===== src/rtl/nvmc_pkg.sv =====
// Package: shared register selects and control bit positions for the
// nonvolatile memory controller. Assumes an 8-bit register bus.
package nvmc_pkg;
    typedef enum logic [1:0] {
        SEL_ADDR = 2'd0,
        SEL_DATA = 2'd1,
        SEL_CTRL = 2'd2,
        SEL_NONE = 2'd3
    } reg_sel_e;

    localparam int CB_IRQ_EN = 3;
    localparam int CB_ARM    = 2;
    localparam int CB_WRITE  = 1;
    localparam int CB_READ   = 0;
endpackage


===== src/rtl/nvmc_guard.sv =====
// Module: arming window for writes. A load restarts a window of HOLD
// cycles; armed is high while the window is open. Assumes HOLD >= 1.
module nvmc_guard #(
    parameter int HOLD = 4
) (
    input  logic clk,
    input  logic rst_n,
    input  logic arm_load,
    output logic armed
);
    localparam int CW = $clog2(HOLD + 1);
    logic [CW-1:0] win_q;

    // Window counter: reload on arm, otherwise count down to zero.
    always_ff @(posedge clk) begin
        if (!rst_n)
            win_q <= '0;
        else if (arm_load)
            win_q <= CW'(HOLD);
        else if (win_q != '0)
            win_q <= win_q - 1'b1;
    end

    assign armed = (win_q != '0);
endmodule


===== src/rtl/nvmc_stall.sv =====
// Module: CPU hold generator. A down-counter loaded with WR_HOLD on a
// write start or RD_HOLD on a read; stall is high while it is nonzero.
// Assumes the two loads never arrive in the same cycle.
module nvmc_stall #(
    parameter int WR_HOLD = 2,
    parameter int RD_HOLD = 4
) (
    input  logic clk,
    input  logic rst_n,
    input  logic wr_go,
    input  logic rd_go,
    output logic stall
);
    localparam int MAXH = (WR_HOLD > RD_HOLD) ? WR_HOLD : RD_HOLD;
    localparam int CW   = $clog2(MAXH + 1);
    logic [CW-1:0] cnt_q;

    // Hold counter: load on an accepted access, then drain.
    always_ff @(posedge clk) begin
        if (!rst_n)
            cnt_q <= '0;
        else if (wr_go)
            cnt_q <= CW'(WR_HOLD);
        else if (rd_go)
            cnt_q <= CW'(RD_HOLD);
        else if (cnt_q != '0)
            cnt_q <= cnt_q - 1'b1;
    end

    assign stall = (cnt_q != '0);
endmodule


===== src/rtl/nvmc_array.sv =====
// Module: behavioural byte store with a self-timed write. A start
// captures address and data; the byte commits WR_CYCLES clocks later.
// Has no reset input on purpose: a started write always completes.
// The timer powers up idle through its declaration value.
module nvmc_array #(
    parameter int DEPTH     = 256,
    parameter int WR_CYCLES = 40,
    parameter int AW        = $clog2(DEPTH)
) (
    input  logic          clk,
    input  logic          wr_start,
    input  logic [AW-1:0] wr_addr,
    input  logic [7:0]    wr_data,
    input  logic [AW-1:0] rd_addr,
    output logic [7:0]    rd_data,
    output logic          busy
);
    localparam int TW = $clog2(WR_CYCLES + 1);

    logic [7:0]    store [DEPTH];
    logic [TW-1:0] tmr_q = '0;
    logic [AW-1:0] pend_addr_q;
    logic [7:0]    pend_data_q;

    // Write timer: load on start, count down, commit on the last tick.
    always_ff @(posedge clk) begin
        if (wr_start) begin
            tmr_q       <= TW'(WR_CYCLES);
            pend_addr_q <= wr_addr;
            pend_data_q <= wr_data;
        end else if (tmr_q != '0) begin
            tmr_q <= tmr_q - 1'b1;
            if (tmr_q == TW'(1))
                store[pend_addr_q] <= pend_data_q;
        end
    end

    assign rd_data = store[rd_addr];
    assign busy    = (tmr_q != '0);
endmodule


===== src/rtl/nvm_wr_ctrl.sv =====
// Module: register front end of the nonvolatile byte memory. Holds the
// address, data and control registers, guards writes behind a
// self-clearing arm bit, issues array accesses, stalls the CPU and
// raises the level ready interrupt. Assumes DEPTH is at most 256.
module nvm_wr_ctrl #(
    parameter int DEPTH     = 256,
    parameter int WR_CYCLES = 40,
    parameter int ARM_HOLD  = 4,
    parameter int WR_STALL  = 2,
    parameter int RD_STALL  = 4
) (
    input  logic       clk,
    input  logic       rst_n,
    input  logic       bus_we,
    input  logic [1:0] bus_sel,
    input  logic [7:0] bus_wdata,
    output logic [7:0] bus_rdata,
    input  logic       irq_global_en,
    output logic       cpu_stall,
    output logic       ready_irq
);
    import nvmc_pkg::*;

    localparam int AW = $clog2(DEPTH);

    logic [AW-1:0] addr_q;
    logic [7:0]    data_q;
    logic          rie_q;
    logic          armed;
    logic          busy;
    logic [7:0]    arr_rd;
    logic          ctrl_we;
    logic          wr_req;
    logic          rd_req;
    logic          wr_go;
    logic          rd_go;
    logic          arm_load;
    logic [7:0]    addr_ext;

    // Decode control-register writes into access requests.
    always_comb begin
        ctrl_we  = rst_n && bus_we && (bus_sel == SEL_CTRL);
        wr_req   = ctrl_we && bus_wdata[CB_WRITE];
        rd_req   = ctrl_we && bus_wdata[CB_READ];
        wr_go    = wr_req && armed && !busy;
        rd_go    = rd_req && !busy && !wr_go;
        arm_load = ctrl_we && bus_wdata[CB_ARM];
    end

    // Address register: no reset value, software must load it.
    always_ff @(posedge clk) begin
        if (rst_n && bus_we && (bus_sel == SEL_ADDR))
            addr_q <= bus_wdata[AW-1:0];
    end

    // Data register: loaded by software or by an accepted read.
    always_ff @(posedge clk) begin
        if (rd_go)
            data_q <= arr_rd;
        else if (rst_n && bus_we && (bus_sel == SEL_DATA))
            data_q <= bus_wdata;
    end

    // Interrupt enable bit of the control register.
    always_ff @(posedge clk) begin
        if (!rst_n)
            rie_q <= 1'b0;
        else if (ctrl_we)
            rie_q <= bus_wdata[CB_IRQ_EN];
    end

    nvmc_guard #(.HOLD(ARM_HOLD)) u_guard (
        .clk      (clk),
        .rst_n    (rst_n),
        .arm_load (arm_load),
        .armed    (armed)
    );

    nvmc_stall #(.WR_HOLD(WR_STALL), .RD_HOLD(RD_STALL)) u_stall (
        .clk   (clk),
        .rst_n (rst_n),
        .wr_go (wr_go),
        .rd_go (rd_go),
        .stall (cpu_stall)
    );

    nvmc_array #(.DEPTH(DEPTH), .WR_CYCLES(WR_CYCLES), .AW(AW)) u_array (
        .clk      (clk),
        .wr_start (wr_go),
        .wr_addr  (addr_q),
        .wr_data  (data_q),
        .rd_addr  (addr_q),
        .rd_data  (arr_rd),
        .busy     (busy)
    );

    // Read mux for the selected register.
    always_comb begin
        addr_ext         = '0;
        addr_ext[AW-1:0] = addr_q;
        case (bus_sel)
            SEL_ADDR: bus_rdata = addr_ext;
            SEL_DATA: bus_rdata = data_q;
            SEL_CTRL: bus_rdata = {4'b0000, rie_q, armed, busy, 1'b0};
            default:  bus_rdata = 8'h00;
        endcase
    end

    assign ready_irq = irq_global_en && rie_q && !busy;
endmodule


===== config.mk =====
export PLATFORM = sky130hd
export DESIGN_NAME = nvm_wr_ctrl
export DESIGN_NICKNAME = d
export VERILOG_FILES = /design/src/rtl/nvmc_pkg.sv /design/src/rtl/nvmc_guard.sv /design/src/rtl/nvmc_stall.sv /design/src/rtl/nvmc_array.sv /design/src/rtl/nvm_wr_ctrl.sv
export SDC_FILE = /design/constraint.sdc
export NUM_CORES = 2
export LEC_CHECK = 0
export CORE_MARGIN = 1
export CORE_UTILIZATION = 55
export CTS_CLUSTER_DIAMETER = 200
export DETAILED_ROUTE_END_ITERATION = 10
export DONT_BUFFER_PORTS = 1
export GPL_TIMING_DRIVEN = 0
export PLACE_DENSITY = 0.7
export SKIP_LAST_GASP = 1
export SLEW_MARGIN = 25
export SYNTH_ARGS = -nofsm -noshare
export SYNTH_HDL_FRONTEND = slang
export SYNTH_SLANG_ARGS = --single-unit

===== constraint.sdc =====
create_clock -name clk -period 5.5 [get_ports clk]
set_input_delay 0.275 -clock clk [delete_from_list [all_inputs] [get_ports clk]]
set_output_delay 0.275 -clock clk [all_outputs]
set_load 0.01 [all_outputs]

==> metrics.txt <==
# TYPE chip_impl_metric gauge
chip_impl_info{name="outcome",value="finished, final reports clean"} 1
chip_impl_metric{name="netlist_area",unit="µm²"} 81700
chip_impl_metric{name="grt_antenna_before_repair",unit=""} 9
chip_impl_metric{name="finalWeightedCongestion",unit=""} 1.03
chip_impl_metric{name="worstSkewPairLatency",unit="ps"} 860
chip_impl_metric{name="fillCellCount",unit=""} 9777
chip_impl_metric{name="flow.area_growth_from_synthesis",unit="%"} 13.3
chip_impl_metric{name="synth_cell_types",unit=""} 68
chip_impl_metric{name="pin_count",unit=""} 24
chip_impl_metric{name="rows",unit=""} 141
chip_impl_metric{name="power_frac_comb",unit="%"} 4.6
chip_impl_metric{name="sequential_element_share_of_the_synthesized_area",unit="%"} 76.9
chip_impl_metric{name="place_worst_setup_slack",unit="ps"} 828
chip_impl_info{name="highest_delay_cell_along_the_critical_path",value="sky130_fd_sc_hd__clkbuf_1"} 1
chip_impl_info{name="synthTopCellsByCount",value="2,080 x sky130_fd_sc_hd__edfxtp_1, 431 x sky130_fd_sc_hd__mux4_2, 316 x sky130_fd_sc_hd__nor2_1"} 1
chip_impl_metric{name="finish.utilization",unit="%"} 62.7
chip_impl_metric{name="biggest_cell_delay_along_the_critical_path",unit="ps"} 940
chip_impl_metric{name="overflow_after_grt",unit=""} 0
chip_impl_metric{name="power_density_over_the_cells",unit="nW/µm²"} 351
chip_impl_metric{name="grt_pass1_wl",unit="µm"} 332000
chip_impl_metric{name="dpl_wire_length",unit="µm"} 170000
chip_impl_metric{name="worst-endpoint-required",unit="ps"} 6220
chip_impl_metric{name="design.core.area",unit="µm²"} 148000
chip_impl_info{name="synth.area.top_cells",value="sky130_fd_sc_hd__edfxtp_1 76%, sky130_fd_sc_hd__mux4_2 12%, sky130_fd_sc_hd__mux2i_1 2.2%"} 1
chip_impl_metric{name="postSynthRegisterBits",unit=""} 2101
chip_impl_info{name="rsz0062_at_grt",value="false"} 1
chip_impl_metric{name="finalPower",unit="mW"} 32.5
chip_impl_metric{name="netlist_instances",unit=""} 3965
chip_impl_info{name="timing.critical_path.from_type",value="flip-flop"} 1
chip_impl_info{name="netlist.top_cell.by_area",value="sky130_fd_sc_hd__edfxtp_1"} 1
chip_impl_metric{name="avg_vias_per_cell",unit=""} 6.95
chip_impl_metric{name="place.port_buffers",unit=""} 0
chip_impl_metric{name="initial_utilization",unit="%"} 55.4
chip_impl_metric{name="async_reset_ff_share",unit="%"} 0
chip_impl_metric{name="sw_frac_of_total",unit="%"} 21.6
chip_impl_metric{name="slew-limit-headroom",unit="%"} 14.2
chip_impl_metric{name="htreeDepth",unit=""} 4
chip_impl_metric{name="tritoncts_num_sinks",unit=""} 2101
chip_impl_metric{name="clkTransAtPathRegs",unit="ps"} 70
chip_impl_info{name="critical_path_class",value="reg -> reg"} 1
chip_impl_metric{name="power.sequential.fraction",unit="%"} 53.7
chip_impl_metric{name="final_cells",unit=""} 6399
chip_impl_metric{name="die_width",unit="µm"} 387
chip_impl_metric{name="cts.path.max_buffers",unit=""} 3
chip_impl_metric{name="switchingPower",unit="mW"} 7.03
chip_impl_metric{name="worst_pin_slew",unit="ps"} 1290
chip_impl_metric{name="cts_buffers",unit=""} 199
chip_impl_info{name="worstPathCellList",value="buf_2 > buf_2 > clkbuf_1 > clkbuf_1 > o21ai_1 > a211oi_1 > nand4_1 > o31ai_1 > a21o_1"} 1
chip_impl_metric{name="timing.final.ws_setup",unit="ps"} 9.66
chip_impl_metric{name="drt_iter0_markers",unit=""} 7344
chip_impl_metric{name="synth_nets",unit=""} 3985
chip_impl_metric{name="synthDominantCellAreaShare",unit="%"} 76.4
chip_impl_metric{name="post-route-drc-count",unit=""} 0
chip_impl_metric{name="dieArea",unit="µm²"} 150000
chip_impl_info{name="synth_most_common_cell",value="sky130_fd_sc_hd__edfxtp_1"} 1
chip_impl_metric{name="antenna_violating_nets_post_route",unit=""} 0
chip_impl_metric{name="post_cts.repair.setup_buffers",unit=""} 0
chip_impl_metric{name="drive_above_1_share",unit="%"} 22.8
chip_impl_metric{name="setup-tns-final",unit="ps"} 0
chip_impl_metric{name="worst_hold_path.num_cells",unit=""} 2
chip_impl_metric{name="power.share.clock",unit="%"} 41.7
chip_impl_info{name="worstHoldPathType",value="in -> reg"} 1
chip_impl_metric{name="drt_pass1_iterations",unit=""} 9
chip_impl_metric{name="period_needed",unit="ps"} 5490
chip_impl_metric{name="die-height",unit="µm"} 387
chip_impl_metric{name="setup_violations",unit=""} 0
chip_impl_metric{name="synth-warning-count",unit=""} 0
chip_impl_info{name="cts_root_buf",value="sky130_fd_sc_hd__clkbuf_16"} 1
chip_impl_metric{name="post_cts.resized_instances",unit=""} 0
chip_impl_metric{name="static-leakage-power",unit="nW"} 29.2
chip_impl_metric{name="power_report.internal_total",unit="mW"} 25.5
chip_impl_metric{name="crit_fanout",unit=""} 10
chip_impl_metric{name="wl_per_cell",unit="µm"} 37.7
chip_impl_metric{name="finClkSkew",unit="ps"} 40.7
chip_impl_metric{name="synth_area_per_cell",unit="µm²"} 20.6
chip_impl_metric{name="worst-r2r-cell-count",unit=""} 9
chip_impl_metric{name="critPathArrivalTime",unit="ps"} 6210
chip_impl_metric{name="cts_hold_fix_bufs",unit=""} 12
chip_impl_metric{name="vias",unit=""} 44500
chip_impl_metric{name="finalNetCount",unit=""} 4314
chip_impl_metric{name="placed_cells",unit=""} 6009
chip_impl_metric{name="timing.final.max_slew_violations",unit=""} 0
chip_impl_metric{name="vdd_ir_drop_max",unit="µV"} 352
chip_impl_metric{name="count_of_flip_flops_with_a_built_in_enable_after_synthesis",unit=""} 2080
chip_impl_metric{name="critical_path_cell_count",unit=""} 9
chip_impl_info{name="critical-path-top-delay-family",value="buffers and inverters"} 1
chip_impl_metric{name="fmaxAchievable",unit="MHz"} 182
chip_impl_metric{name="final_critical_path_share_of_the_clock_period",unit="%"} 99.8
chip_impl_metric{name="hold_vio_cnt_final",unit=""} 0
chip_impl_info{name="crit_path_end_kind",value="flip-flop"} 1
chip_impl_metric{name="timing.critical_path.buf_inv",unit=""} 4
chip_impl_info{name="cts_tree",value="done"} 1
chip_impl_metric{name="detail_route.wirelength",unit="µm"} 242000
chip_impl_metric{name="groute.usage.overall",unit="%"} 32.3
chip_impl_metric{name="maxCapViolCount",unit=""} 0
chip_impl_info{name="dominantRegCellSynth",value="sky130_fd_sc_hd__edfxtp_1"} 1
chip_impl_metric{name="grt_max_degree",unit=""} 29
chip_impl_metric{name="first_global_vias",unit=""} 42500
## worst register-to-register path, stage by stage, from the launching register on
cell,delay (ps)
sky130_fd_sc_hd__dfxtp_1,370
sky130_fd_sc_hd__buf_2,350
sky130_fd_sc_hd__buf_2,600
sky130_fd_sc_hd__clkbuf_1,950
sky130_fd_sc_hd__clkbuf_1,610
sky130_fd_sc_hd__o21ai_1,320
sky130_fd_sc_hd__a211oi_1,520
sky130_fd_sc_hd__nand4_1,610
sky130_fd_sc_hd__o31ai_1,880
sky130_fd_sc_hd__a21o_1,150
## final timing paths
check | slack (ps) | from | to
setup / recovery | 10 | flip-flop | data_q[2]
setup reg to reg | 10 | flip-flop | data_q[2]
hold reg to reg | 450 | data_q[7] | u_array.pend_data_q[7]
hold / removal | 180 | bus_sel[0] | addr_ext[3]
## state kept, by name, indices dropped and copies added (netlist names), named ones only
register and count:
u_array.pend_addr_q 8, u_array.store 2048, u_stall.cnt_q 3, rie_q 1, data_q 8, addr_ext 8
u_guard.win_q 3, u_array.tmr_q 6, u_array.pend_data_q 8
## cells in the final DEF, fill, tap and decap left out, drive strengths merged, types with 9 or more instances in the layout
cell type       n
a31oi           9
a32oi          12
dfxtp          21
buf           251
o32ai          12
edfxtp       2080
nor2          316
o221ai         31
diode          11
o211ai          9
o21ai          57
inv            15
mux2i         180
nor2b          19
a211oi         33
o22ai          36
clkinv        100
nand3          49
bufinv         17
a21oi          36
nand4          14
nor3           34
mux2           24
a22oi         116
clkbuf        334
nand2         102
mux4          439
dlygate4sd3    12
## metrics by stage
| stage | cell area [µm²] | hold slack [ps] |
|---|---|---|
| after floorplan | 81700 | 374 |
| after detailed placement | 86000 | 375 |
| after CTS | 92500 | 112 |
| after global routing | 92600 | 189 |
| final | 92600 | 185 |
| after global placement | 84100 | 375 |
## metal layers
metal	GRT usage, %	wire, µm	share of wire (%)
met5	0	48	0.020
met4	15.2	13100	5.4
met3	11.8	36200	15
met2	46.8	106000	44
met1	43.8	85900	36
## final cells by class
type	count	area, µm²	area share, %
clock inverters	126	1190	1.29
flip-flops and latches	2101	62900	67.9
repair buffers	128	1950	2.11
inverters	12	45.0	0.0486
plain buffers	230	1460	1.58
multi-input cells	1622	17400	18.8
diodes	11	27.5	0.0297
well taps	1930	2410	2.61
clock buffers	239	5190	5.61
## kinds of logic (layout without fill, tap and decap cells)
logic type,count (synthesis),in the layout,synth area share [%]
AO/OA/AOI/OAI,405,405,3.51
XOR/XNOR,5,5,0.0536
adder cells (fa/ha/maj),6,6,0.0918
buffers and inverters,242,735,1.81
flip-flops,2101,2101,76.9
multiplexers,643,643,14.7
other,0,11,0
AND/OR/NAND/NOR,563,563,2.93
## power groups by stage
stage | Sequential [mW] | Combinational [mW] | Clock (mW)
after floorplan | 17.8 | 0.854 | 0
after global routing | 17.4 | 1.52 | 14.1
final | 17.4 | 1.50 | 13.6
after CTS | 17.4 | 1.44 | 13.6
after detailed placement | 17.8 | 1.42 | 0
after global placement | 17.8 | 1.37 | 0
Note: power is estimated with default switching activity, not from simulation.
